File: src/rtl/sdlt_pkg.sv
package sdlt_pkg;

    typedef enum logic [1:0] {
        XDIR_NONE  = 2'd0,
        XDIR_READ  = 2'd1,
        XDIR_WRITE = 2'd2
    } xfer_dir_e;

    typedef struct packed {
        logic wr;
        logic uses_dat;
        logic is_read;
        logic busy_type;
    } cmd_req_t;

    typedef struct packed {
        logic end_bit;
        logic last_blk;
        logic busy_rel;
        logic no_busy;
        logic gap_stop;
        logic cont_req;
    } dat_evt_t;

    localparam int FLAG_CMD_INH = 0;
    localparam int FLAG_DAT_INH = 1;
    localparam int FLAG_DAT_ACT = 2;
    localparam int NUM_FLAGS    = 3;

    function automatic xfer_dir_e pick_dir(input logic is_read);
        return is_read ? XDIR_READ : XDIR_WRITE;
    endfunction

endpackage

File: src/rtl/sdlt_cmd_track.sv
module sdlt_cmd_track
    import sdlt_pkg::*;
(
    input  logic     clk,
    input  logic     rst,
    input  cmd_req_t cmd,
    input  logic     rsp_done,
    input  logic     conflict,
    output logic     cmd_inh
);
    logic inh_q;

    always_ff @(posedge clk) begin
        if (rst) begin
            inh_q <= 1'b0;
        end else if (cmd.wr) begin
            inh_q <= 1'b1;
        end else if (rsp_done && !conflict) begin
            inh_q <= 1'b0;
        end
    end

    assign cmd_inh = inh_q;
endmodule

File: src/rtl/sdlt_dat_track.sv
module sdlt_dat_track
    import sdlt_pkg::*;
(
    input  logic      clk,
    input  logic      rst,
    input  cmd_req_t  cmd,
    input  dat_evt_t  evt,
    input  logic      rdwait,
    output logic      dat_inh,
    output logic      dat_act,
    output xfer_dir_e dir
);
    xfer_dir_e dir_q, dir_n;
    logic open_q, open_n;
    logic rw_q, rw_n;
    logic busy_q, busy_n;
    logic act_q, act_n;
    logic is_rd, is_wr;

    assign is_rd = (dir_q == XDIR_READ);
    assign is_wr = (dir_q == XDIR_WRITE);

    always_comb begin
        dir_n  = dir_q;
        open_n = open_q;
        rw_n   = rw_q;
        busy_n = busy_q;
        act_n  = act_q;

        if (evt.busy_rel || evt.no_busy) busy_n = 1'b0;

        if (is_rd) begin
            if (evt.last_blk) begin
                act_n  = 1'b0;
                open_n = 1'b0;
                rw_n   = 1'b0;
            end
            if (evt.gap_stop) begin
                act_n = 1'b0;
                rw_n  = 1'b1;
            end
            if (evt.cont_req) begin
                act_n = 1'b1;
                rw_n  = 1'b0;
            end
            if (evt.end_bit && open_q) act_n = 1'b1;
        end

        if (is_wr) begin
            if (evt.busy_rel || evt.no_busy || evt.gap_stop) begin
                act_n  = 1'b0;
                open_n = 1'b0;
            end
            if (evt.cont_req) act_n = 1'b1;
            if (evt.end_bit && open_q) act_n = 1'b1;
        end

        if (cmd.wr && cmd.busy_type) busy_n = 1'b1;
        if (cmd.wr && cmd.uses_dat) begin
            dir_n  = pick_dir(cmd.is_read);
            open_n = 1'b1;
            act_n  = 1'b0;
            rw_n   = 1'b0;
        end
    end

    always_ff @(posedge clk) begin
        if (rst) begin
            dir_q  <= XDIR_NONE;
            open_q <= 1'b0;
            rw_q   <= 1'b0;
            busy_q <= 1'b0;
            act_q  <= 1'b0;
        end else begin
            dir_q  <= dir_n;
            open_q <= open_n;
            rw_q   <= rw_n;
            busy_q <= busy_n;
            act_q  <= act_n;
        end
    end

    assign dat_inh = act_q | open_q | rw_q | busy_q | rdwait;
    assign dat_act = act_q;
    assign dir     = dir_q;
endmodule

File: src/rtl/sdlt_fall_det.sv
module sdlt_fall_det #(
    parameter int W = 3
) (
    input  logic         clk,
    input  logic         rst,
    input  logic [W-1:0] lvl,
    output logic [W-1:0] fall
);
    for (genvar i = 0; i < W; i++) begin : g_bit
        logic prev_q;
        always_ff @(posedge clk) begin
            if (rst) prev_q <= 1'b0;
            else     prev_q <= lvl[i];
        end
        assign fall[i] = prev_q & ~lvl[i];
    end
endmodule

File: src/rtl/sd_line_tracker.sv
module sd_line_tracker
    import sdlt_pkg::*;
(
    input  logic clk,
    input  logic rst,
    input  logic cmd_wr_i,
    input  logic cmd_uses_dat_i,
    input  logic cmd_is_read_i,
    input  logic cmd_busy_i,
    input  logic rsp_done_i,
    input  logic cmd_conflict_i,
    input  logic end_bit_i,
    input  logic last_blk_i,
    input  logic busy_rel_i,
    input  logic no_busy_i,
    input  logic gap_stop_i,
    input  logic cont_req_i,
    input  logic rdwait_i,
    output logic cmd_inh_o,
    output logic dat_inh_o,
    output logic dat_act_o,
    output logic may_cmd_o,
    output logic may_dat_o,
    output logic cc_irq_o,
    output logic tc_irq_o,
    output logic bge_irq_o
);
    cmd_req_t              cmd;
    dat_evt_t              evt;
    xfer_dir_e             dir;
    logic                  cmd_inh, dat_inh, dat_act;
    logic [NUM_FLAGS-1:0]  flags, falls;

    assign cmd = '{wr: cmd_wr_i, uses_dat: cmd_uses_dat_i,
                   is_read: cmd_is_read_i, busy_type: cmd_busy_i};
    assign evt = '{end_bit: end_bit_i, last_blk: last_blk_i,
                   busy_rel: busy_rel_i, no_busy: no_busy_i,
                   gap_stop: gap_stop_i, cont_req: cont_req_i};

    sdlt_cmd_track u_cmd (
        .clk      (clk),
        .rst      (rst),
        .cmd      (cmd),
        .rsp_done (rsp_done_i),
        .conflict (cmd_conflict_i),
        .cmd_inh  (cmd_inh)
    );

    sdlt_dat_track u_dat (
        .clk     (clk),
        .rst     (rst),
        .cmd     (cmd),
        .evt     (evt),
        .rdwait  (rdwait_i),
        .dat_inh (dat_inh),
        .dat_act (dat_act),
        .dir     (dir)
    );

    always_comb begin
        flags               = '0;
        flags[FLAG_CMD_INH] = cmd_inh;
        flags[FLAG_DAT_INH] = dat_inh;
        flags[FLAG_DAT_ACT] = dat_act;
    end

    sdlt_fall_det #(.W(NUM_FLAGS)) u_fall (
        .clk  (clk),
        .rst  (rst),
        .lvl  (flags),
        .fall (falls)
    );

    assign cmd_inh_o = cmd_inh;
    assign dat_inh_o = dat_inh;
    assign dat_act_o = dat_act;
    assign may_cmd_o = ~cmd_inh;
    assign may_dat_o = ~cmd_inh & ~dat_inh;
    assign cc_irq_o  = falls[FLAG_CMD_INH];
    assign tc_irq_o  = falls[FLAG_DAT_INH] |
                       (falls[FLAG_DAT_ACT] & (dir == XDIR_WRITE));
    assign bge_irq_o = falls[FLAG_DAT_ACT] & (dir == XDIR_READ);
endmodule

File: config.mk
export PLATFORM = sky130hd
export DESIGN_NAME = sd_line_tracker
export DESIGN_NICKNAME = d
export VERILOG_FILES = /design/src/rtl/sdlt_pkg.sv /design/src/rtl/sdlt_cmd_track.sv /design/src/rtl/sdlt_dat_track.sv /design/src/rtl/sdlt_fall_det.sv /design/src/rtl/sd_line_tracker.sv
export SDC_FILE = /design/constraint.sdc
export NUM_CORES = 1
export LEC_CHECK = 0
export ABC_AREA = 0
export BUFFER_PORTS_ARGS = -buffer_cell sky130_fd_sc_hd__buf_4
export CAP_MARGIN = 5
export CORE_AREA = 2 2 39 41
export CTS_BUF_LIST = sky130_fd_sc_hd__clkbuf_8
export DETAILED_ROUTE_END_ITERATION = 6
export DIE_AREA = 0 0 41 43
export HOLD_SLACK_MARGIN = 0.03
export SETUP_SLACK_MARGIN = 0.1
export SKIP_LAST_GASP = 1
export SLEW_MARGIN = 20
export SYNTH_ARGS = -nofsm -noshare
export SYNTH_HDL_FRONTEND = slang
export SYNTH_SLANG_ARGS = --single-unit
File: constraint.sdc
create_clock -name clk -period 0.91 [get_ports clk]
set_clock_uncertainty 0.05 [all_clocks]
set_input_delay 0.091 -clock clk [delete_from_list [all_inputs] [get_ports clk]]
set_output_delay 0.091 -clock clk [all_outputs]
set_load 0.01 [all_outputs]
# After elaboration in Yosys (flattened, before gate mapping)
# Cells that the tools add are included.
# totals
regBits	10
in_bits	15
elab_cells	59
# classes
n_eq_ne	2
muxes	22
bitwise	14
reduce_logical	12
# op_table
operator	n
$mux 1	21
$and 1x1->1	6
$or 1x1->1	5
$logic_and 1x1->1	4
$reduce_bool 2->1	2
$not 1->1	3
$reduce_bool 3->1	1
$eq 2x1->1 const B	1
$eq 2x2->1 const B	1
$logic_or 1x1->1	2
$mux 2	1
$reduce_and 2->1	1
$reduce_or 2->1	1
$logic_not 1->1	1

# Logic depth before layout (Yosys ltp)
# Gate-level depths: netlist of run 1.
# logic_depth
ltp_word	9
mapped_depth	4

# By module
# A second synthesis of run 1 with hierarchy kept.
# unflattened
hier_cells	52
hier_area_um2	460.4
# modules_own_cells
module	instances	cells_per_inst	area_per_inst_um2	seq_area_each_um2
sdlt_dat_track	1	34	281.5	120.1
sdlt_fall_det	1	9	105.1	60.1
sdlt_cmd_track	1	4	46.3	20.0
sd_line_tracker	1	5	27.5	0.0

# Worst setup path after synthesis of run 1
# Ideal clock, no wire load.
# synth_path
path_type	register to output
start	reg u_dat.act_q, in the netlist u_dat.dat_act
end	out may_dat_o
arrival_ns	0.868
required_ns	0.769
path_slack_ns	-0.099
stages_incl_launch_ff	5
cell_sequence	dfxtp_1 -> nor3_1 -> and2_1 -> inv_2 -> nor2_1
# synth_between
elab_chain_cells	6
# synth_lines
element	line	text
start, declared	sdlt_dat_track.sv:17	logic act_q, act_n;
start signal, assigned	sdlt_dat_track.sv:79	act_q <= act_n;
$or 1x1->1 (4 in series)	sdlt_dat_track.sv:83	assign dat_inh = act_q | open_q | rw_q | busy_q | rdwait;
named net dat_inh_o	sd_line_tracker.sv:20	output logic dat_inh_o,
$not 1->1	sd_line_tracker.sv:78	assign may_dat_o = ~cmd_inh & ~dat_inh;
$and 1x1->1	sd_line_tracker.sv:78	
end, declared	sd_line_tracker.sv:23	output logic may_dat_o,
# The timed path passes the listed nets, and every way through them passes these cells.

# Worst setup path after layout of run 1
# layout_path
start	reg u_dat.act_q, in the netlist u_dat.dat_act
end	out tc_irq_o
# layout_between
elab_chain_cells	7
word_cells_on_any_way	10
classes_between	10 x bitwise
# layout_lines
element	line	text
$or 1x1->1 (4 in series)	sdlt_dat_track.sv:83	
$not 1->1	sdlt_fall_det.sv:15	assign fall[i] = prev_q & ~lvl[i];
$and 1x1->1	sdlt_fall_det.sv:15	
$or 1x1->1 (*)	sd_line_tracker.sv:80	assign tc_irq_o = falls[FLAG_DAT_INH] |
end, declared	sd_line_tracker.sv:25	output logic tc_irq_o,
# Mark *: on every way between the ends. The rest lies on a longest branch, timed or not.

==> flow_metrics.env, run 1 <==
export IMPL_yosys_area_top_type="dfxtp_1"
export IMPL_required_ns=0.77
export IMPL_synth_top_cell_area_share=0.444
export IMPL_drive_above_1_share=0.602
export IMPL_tightestPinTransition_ns=0.241
export IMPL_ir_drop_v=0.000794
export IMPL_dieArea_sq_um=1760
export IMPL_combPwrFrac=0.203
export IMPL_cts_tree="built"
export IMPL_first_iter_violations=5
export IMPL_endpoint_kind="output pin"
export IMPL_antenna_cells=0
export IMPL_power_switching_uw=282
export IMPL_rsz0062_at_grt="yes"
export IMPL_p_sw_frac=0.241
export IMPL_hold_ws_ns=0.0311
export IMPL_syn_cell_area_sq_um=450
export IMPL_htree_levels=1
export IMPL_final_area_sq_um=822
export IMPL_slowest_delay_ns=0.32
export IMPL_hold_path_class="in -> reg"
export IMPL_grt_max_degree=11
export IMPL_netlist_cell_type_count=23
export IMPL_dp_hpwl_um=821
export IMPL_synth_seq_cells=10
export IMPL_clock_path_buffers=2
export IMPL_path_max_fanout=3
export IMPL_vias=488
export IMPL_status="finished, violations left"
export IMPL_max_freq_mhz=786
export IMPL_total_power_uw=1170
export IMPL_fin_crit_ns=1.27
export IMPL_clock_sinks=10
export IMPL_async_flop_share=0
export IMPL_post_route_period_util=1.40
export IMPL_portBuffers=22
export IMPL_cts_reportedPaths_clkPinSlew_ns=0.04
export IMPL_io_pins=23
export IMPL_drcViolationCount=0
export IMPL_drt_total_wl_mm=1.16
export IMPL_routedWlPerCell_um=11.7
export IMPL_slowest_stage="dfxtp_2"
export IMPL_final_nets=100
export IMPL_p_per_area_nw_per_um2=1420
export IMPL_rows=14
export IMPL_synth_edf_count=0
export IMPL_path_cells="nor3_2, and2_4, o2bb2ai_2, buf_4"
export IMPL_syn_nets=68
export IMPL_firstDrtPassIters=4
export IMPL_yosysWarnings=0
export IMPL_dpl_cell_area_sq_um=679
export IMPL_avgSynthCellArea_sq_um=8.50
export IMPL_leakage_uw=0.000341
export IMPL_yosys_top_cells_count="dfxtp_1, nor2_1, a21oi_1, nand2_1"
export IMPL_setup_violations_final=11
export IMPL_die_x_um=41
export IMPL_grt_pass1_vias=421
export IMPL_syn_inst=53
export IMPL_grt_overflow=0
export IMPL_ys_flop_type="dfxtp_1"
export IMPL_p_int_uw=886
export IMPL_start_util=0.325
export IMPL_antenna_found_initial=0
export IMPL_clkPwrFrac=0.385
export IMPL_gp_congestion=0.666
export IMPL_slew_violations=0
export IMPL_hold_violations=0
export IMPL_grt_use_total=0.150
export IMPL_worstPathArrival_ns=1.13
export IMPL_start_kind="register"
export IMPL_synth_area_top_cells="dfxtp_1, nor2_1, a21oi_1"
export IMPL_failed_checks="setup timing"
export IMPL_critical_path_class="reg -> out"
export IMPL_grt_pass1_wl_mm=1.72
export IMPL_p_seq_frac=0.412
export IMPL_critPathBufInv=1
export IMPL_path_delay_family="simple AND/OR/NAND/NOR gates"
export IMPL_coreArea_sq_um=1380
export IMPL_cap_violations=0
export IMPL_ant_nets=0
export IMPL_area_growth_pct=82.5
export IMPL_numCtsBuffers=3
export IMPL_clk_latency_ns=0.23
export IMPL_dieHeight_um=43
export IMPL_seq_area_frac_synth=0.444
export IMPL_slew_headroom=0.838
export IMPL_final_setup_worst_slack_ns=-0.362
export IMPL_root_buffer="clkbuf_8"
export IMPL_avgViaCountPerCell=4.93
## registers in the layout, summed over array words and instances (netlist names)
name	flops
u_fall.g_bit.prev_q	3
u_dat.dir	2
u_cmd.cmd_inh	1
u_dat.busy_q	1
u_dat.dat_act	1
u_dat.open_q	1
u_dat.rw_q	1
## metrics by stage
step | setup WS, ns | cells | util | TNS, ns
floorplan | -0.0520 | 53 | - | -0.154
global placement | -0.146 | 93 | 0.491 | -0.555
detailed placement | -0.129 | 93 | 0.491 | -0.515
CTS | -0.389 | 99 | 0.563 | -1.75
global route | -0.433 | 99 | 0.594 | -2.18
finish | -0.362 | 99 | 0.594 | -1.66
## cell type report
class                   count  area [sq um]
inverters                   4          20.0
multi-input cells          38           289
well taps                  16          20.0
flip-flops and latches     10           210
clock buffers               3          41.3
repair buffers             28           241
fillers                   125           562
## timing repair
| item | in CTS | in global routing |
|---|---|---|
| buffers inserted | 3 | 0 |
| setup endpoints to repair | 12 | 13 |
| resized for setup | 11 | 10 |
| pin swaps | 7 | 6 |
| hold endpoints to repair | 1 | 0 |
## logic make-up after synthesis
| group | Yosys count | synth area share |
|---|---|---|
| simple gates | 25 | 0.289 |
| flops | 10 | 0.444 |
| compound gates | 13 | 0.225 |
| buf+inv | 5 | 0.0416 |
## power by group through the flow
stage	Clock, uW	Combinational [uW]	Sequential [uW]
global route	476	257	483
detailed placement	0	194	488
global placement	0	194	488
finish	450	237	481
floorplan	0	85.9	488
CTS	462	218	479
## final timing paths
| path | startpoint | end | slack (ns) | cells after the start |
|---|---|---|---|---|
| setup / recovery | u_dat.dat_act | tc_irq_o | -0.36 | 4 |
| setup reg to reg | u_dat.dir[0] | u_dat.dat_act | -0.16 | 4 |
| hold / removal | cmd_uses_dat_i | u_dat.dat_act | 0.03 | 2 |
| hold reg to reg | u_dat.dir[1] | u_dat.dir[1] | 0.44 | 2 |
## placed cells by master (no fill, tap or decap), types with 2 or more instances in the layout
master	Yosys	layout
buf_4	0	22
inv_4	0	2
dfxtp_4	0	2
clkbuf_8	0	3
dfxtp_2	0	2
buf_6	0	5
nand2_1	4	3
nor3_2	1	2
nor2_4	0	2
nand2b_4	0	2
o221ai_2	1	2
nor2_1	10	8
a21oi_1	6	6
dfxtp_1	10	6
## layer usage
layer / vias up / wire (um) / GRT usage
li1: 243 / - / -
met1: 223 / 476 / 0.183
met4: 0 / 33 / 0.140
met5: - / 0 / 0
met2: 18 / 581 / 0.216
met3: 4 / 67 / 0.0157
Note: power is estimated with default switching activity, not from simulation.
==> inputs of run 2 (changes only) <==
--- a/config.mk
+++ b/config.mk
@@ -8,10 +8,10 @@
 export ABC_AREA = 0
 export BUFFER_PORTS_ARGS = -buffer_cell sky130_fd_sc_hd__buf_4
 export CAP_MARGIN = 5
-export CORE_AREA = 2 2 39 41
+export CORE_AREA = 4 4 41 43
 export CTS_BUF_LIST = sky130_fd_sc_hd__clkbuf_8
 export DETAILED_ROUTE_END_ITERATION = 6
-export DIE_AREA = 0 0 41 43
+export DIE_AREA = 0 0 45 47
 export HOLD_SLACK_MARGIN = 0.03
 export SETUP_SLACK_MARGIN = 0.1
 export SKIP_LAST_GASP = 1
==> run 2 against run 1 <==
Against the previous run: the run still ends with setup timing left; clock power is 24% higher; clock-buffer cell count is 1 higher; worst hold slack worse by 0.0039 ns; setup slack barely moved; total power rose by 8.8%; sequential power about the same; critical endpoint unchanged.
==> flow_metrics.env, run 2 (synthesized netlist as in run 1, its figures left out) <==
export IMPL_status="finished, violations left"
export IMPL_failed_checks="setup timing"
export IMPL_dieHeight_um=47
export IMPL_leakage_uw=0.000340
export IMPL_grt_pass1_vias=495
export IMPL_post_route_period_util=1.40
export IMPL_slew_headroom=0.844
export IMPL_antenna_found_initial=0
export IMPL_layout_common_cells="buf_4, nor2_1, a21oi_1, dfxtp_1, clkbuf_8"
export IMPL_fin_crit_ns=1.27
export IMPL_portBuffers=22
export IMPL_grt_max_degree=11
export IMPL_tightestPinTransition_ns=0.233
export IMPL_gp_congestion=0.681
export IMPL_dp_worst_setup_slack_ns=-0.160
export IMPL_hold_depth=2
export IMPL_avgViaCountPerCell=5.01
export IMPL_clock_path_buffers=2
export IMPL_htree_levels=1
export IMPL_largest_reg_flops=3
export IMPL_start_kind="register"
export IMPL_start_util=0.346
export IMPL_setup_violations_final=11
export IMPL_worstPathArrival_ns=1.13
export IMPL_required_ns=0.77
export IMPL_numCtsBuffers=3
export IMPL_area_growth_pct=79.4
export IMPL_hold_path_end="u_dat.dat_act"
export IMPL_r2r_start="u_dat.dir[0]"
export IMPL_clock_sinks=10
export IMPL_drt_total_wl_mm=1.30
export IMPL_ff2ff_path_depth=4
export IMPL_coreArea_sq_um=1300
export IMPL_final_common_cell="buf_4"
export IMPL_ir_drop_v=0.000895
export IMPL_firstDrtPassIters=3
export IMPL_final_nets=100
export IMPL_hold_path_startpoint="cmd_uses_dat_i"
export IMPL_cts_tree="built"
export IMPL_vias=496
export IMPL_rows=13
export IMPL_io_pins=23
export IMPL_clk_latency_ns=0.24
export IMPL_grt_pass1_wl_mm=2.04
export IMPL_hold_path_class="in -> reg"
export IMPL_root_buffer="clkbuf_8"
export IMPL_first_iter_violations=7
export IMPL_die_x_um=45
export IMPL_hold_violations=0
export IMPL_p_per_area_nw_per_um2=1570
export IMPL_ant_nets=0
export IMPL_path_max_fanout=3
export IMPL_r2r_slack_ns=-0.16
export IMPL_dieArea_sq_um=2120
export IMPL_cts_reportedPaths_clkPinSlew_ns=0.05
export IMPL_routedWlPerCell_um=13.2
export IMPL_drcViolationCount=0
export IMPL_slew_violations=0
export IMPL_endpoint_kind="output pin"
export IMPL_final_setup_worst_slack_ns=-0.362
export IMPL_cap_violations=0
export IMPL_dp_hpwl_um=909
export IMPL_critical_path_class="reg -> out"
export IMPL_max_freq_mhz=786
export IMPL_grt_use_total=0.140
export IMPL_drive_above_1_share=0.619
export IMPL_total_power_uw=1270
export IMPL_rsz0062_at_grt="yes"
export IMPL_regMostFlops="u_fall.g_bit.prev_q"
export IMPL_rr_endpoint="u_dat.dat_act"
export IMPL_antenna_cells=0
export IMPL_grt_overflow=0
==> run 2: area by class of cell <==
cell class | instances | area [sq um]
Multi-Input combinational cell | 38 | 285
Timing Repair Buffer | 28 | 221
Tap cell | 15 | 18.8
Inverter | 4 | 17.5
Fill cell | 130 | 493
Sequential cell | 10 | 210
Clock buffer | 4 | 55.1
==> run 2: through the flow <==
step                TNS, ns  hold WS (ns)  instance area (sq um)  utilization  instances
global placement     -0.689         0.272                    678        0.521         92
floorplan            -0.154         0.129                    475            -         53
detailed placement   -0.697         0.273                    678        0.521         92
CTS                   -1.75        0.0252                    792        0.609         98
global route          -2.35        0.0373                    808        0.621         99
finish                -1.82        0.0272                    808        0.621         99
==> run 2: worst max-delay path: stages, from the launching register on <==
cell       delay [ns]
dfxtp_2          0.32
nor3_2           0.17
and2_4           0.19
o2bb2ai_2        0.09
buf_4            0.13
==> run 2: how the worst max path moves through the flow <==
stage                   from       endpoint  slack [ns]  cells after the start
2_1_floorplan   u_dat.dir[0]  u_dat.dat_act       -0.05                      3
3_3_place_gp    u_dat.busy_q       tc_irq_o       -0.16                      4
3_5_place_dp    u_dat.busy_q       tc_irq_o       -0.16                      4
4_1_cts        u_dat.dat_act       tc_irq_o       -0.36                      4
5_1_grt        u_dat.dat_act      may_dat_o       -0.42                      5
6_report       u_dat.dat_act       tc_irq_o       -0.36                      4
==> run 2: timing repair <==
action                     4_1_cts  5_1_grt
buffers inserted                 2        1
pin swaps                        7        2
setup endpoints to repair       12       13
hold endpoints to repair         1        0
resized for setup               15        2
==> run 2: metal layers <==
layer	vias up	track usage	share of wire
met5	-	0	0
met4	0	0.0877	0.022
met3	5	0.0498	0.071
met2	17	0.246	0.52
met1	228	0.142	0.39
li1	246	-	-
==> run 2: where the power goes <==
group	internal [uW]	leakage (uW)	switching [uW]	total [uW]
registers	460	0.0000843	20.7	481
clock network	381	0.0000288	180	560
logic	130	0.000227	99.1	229
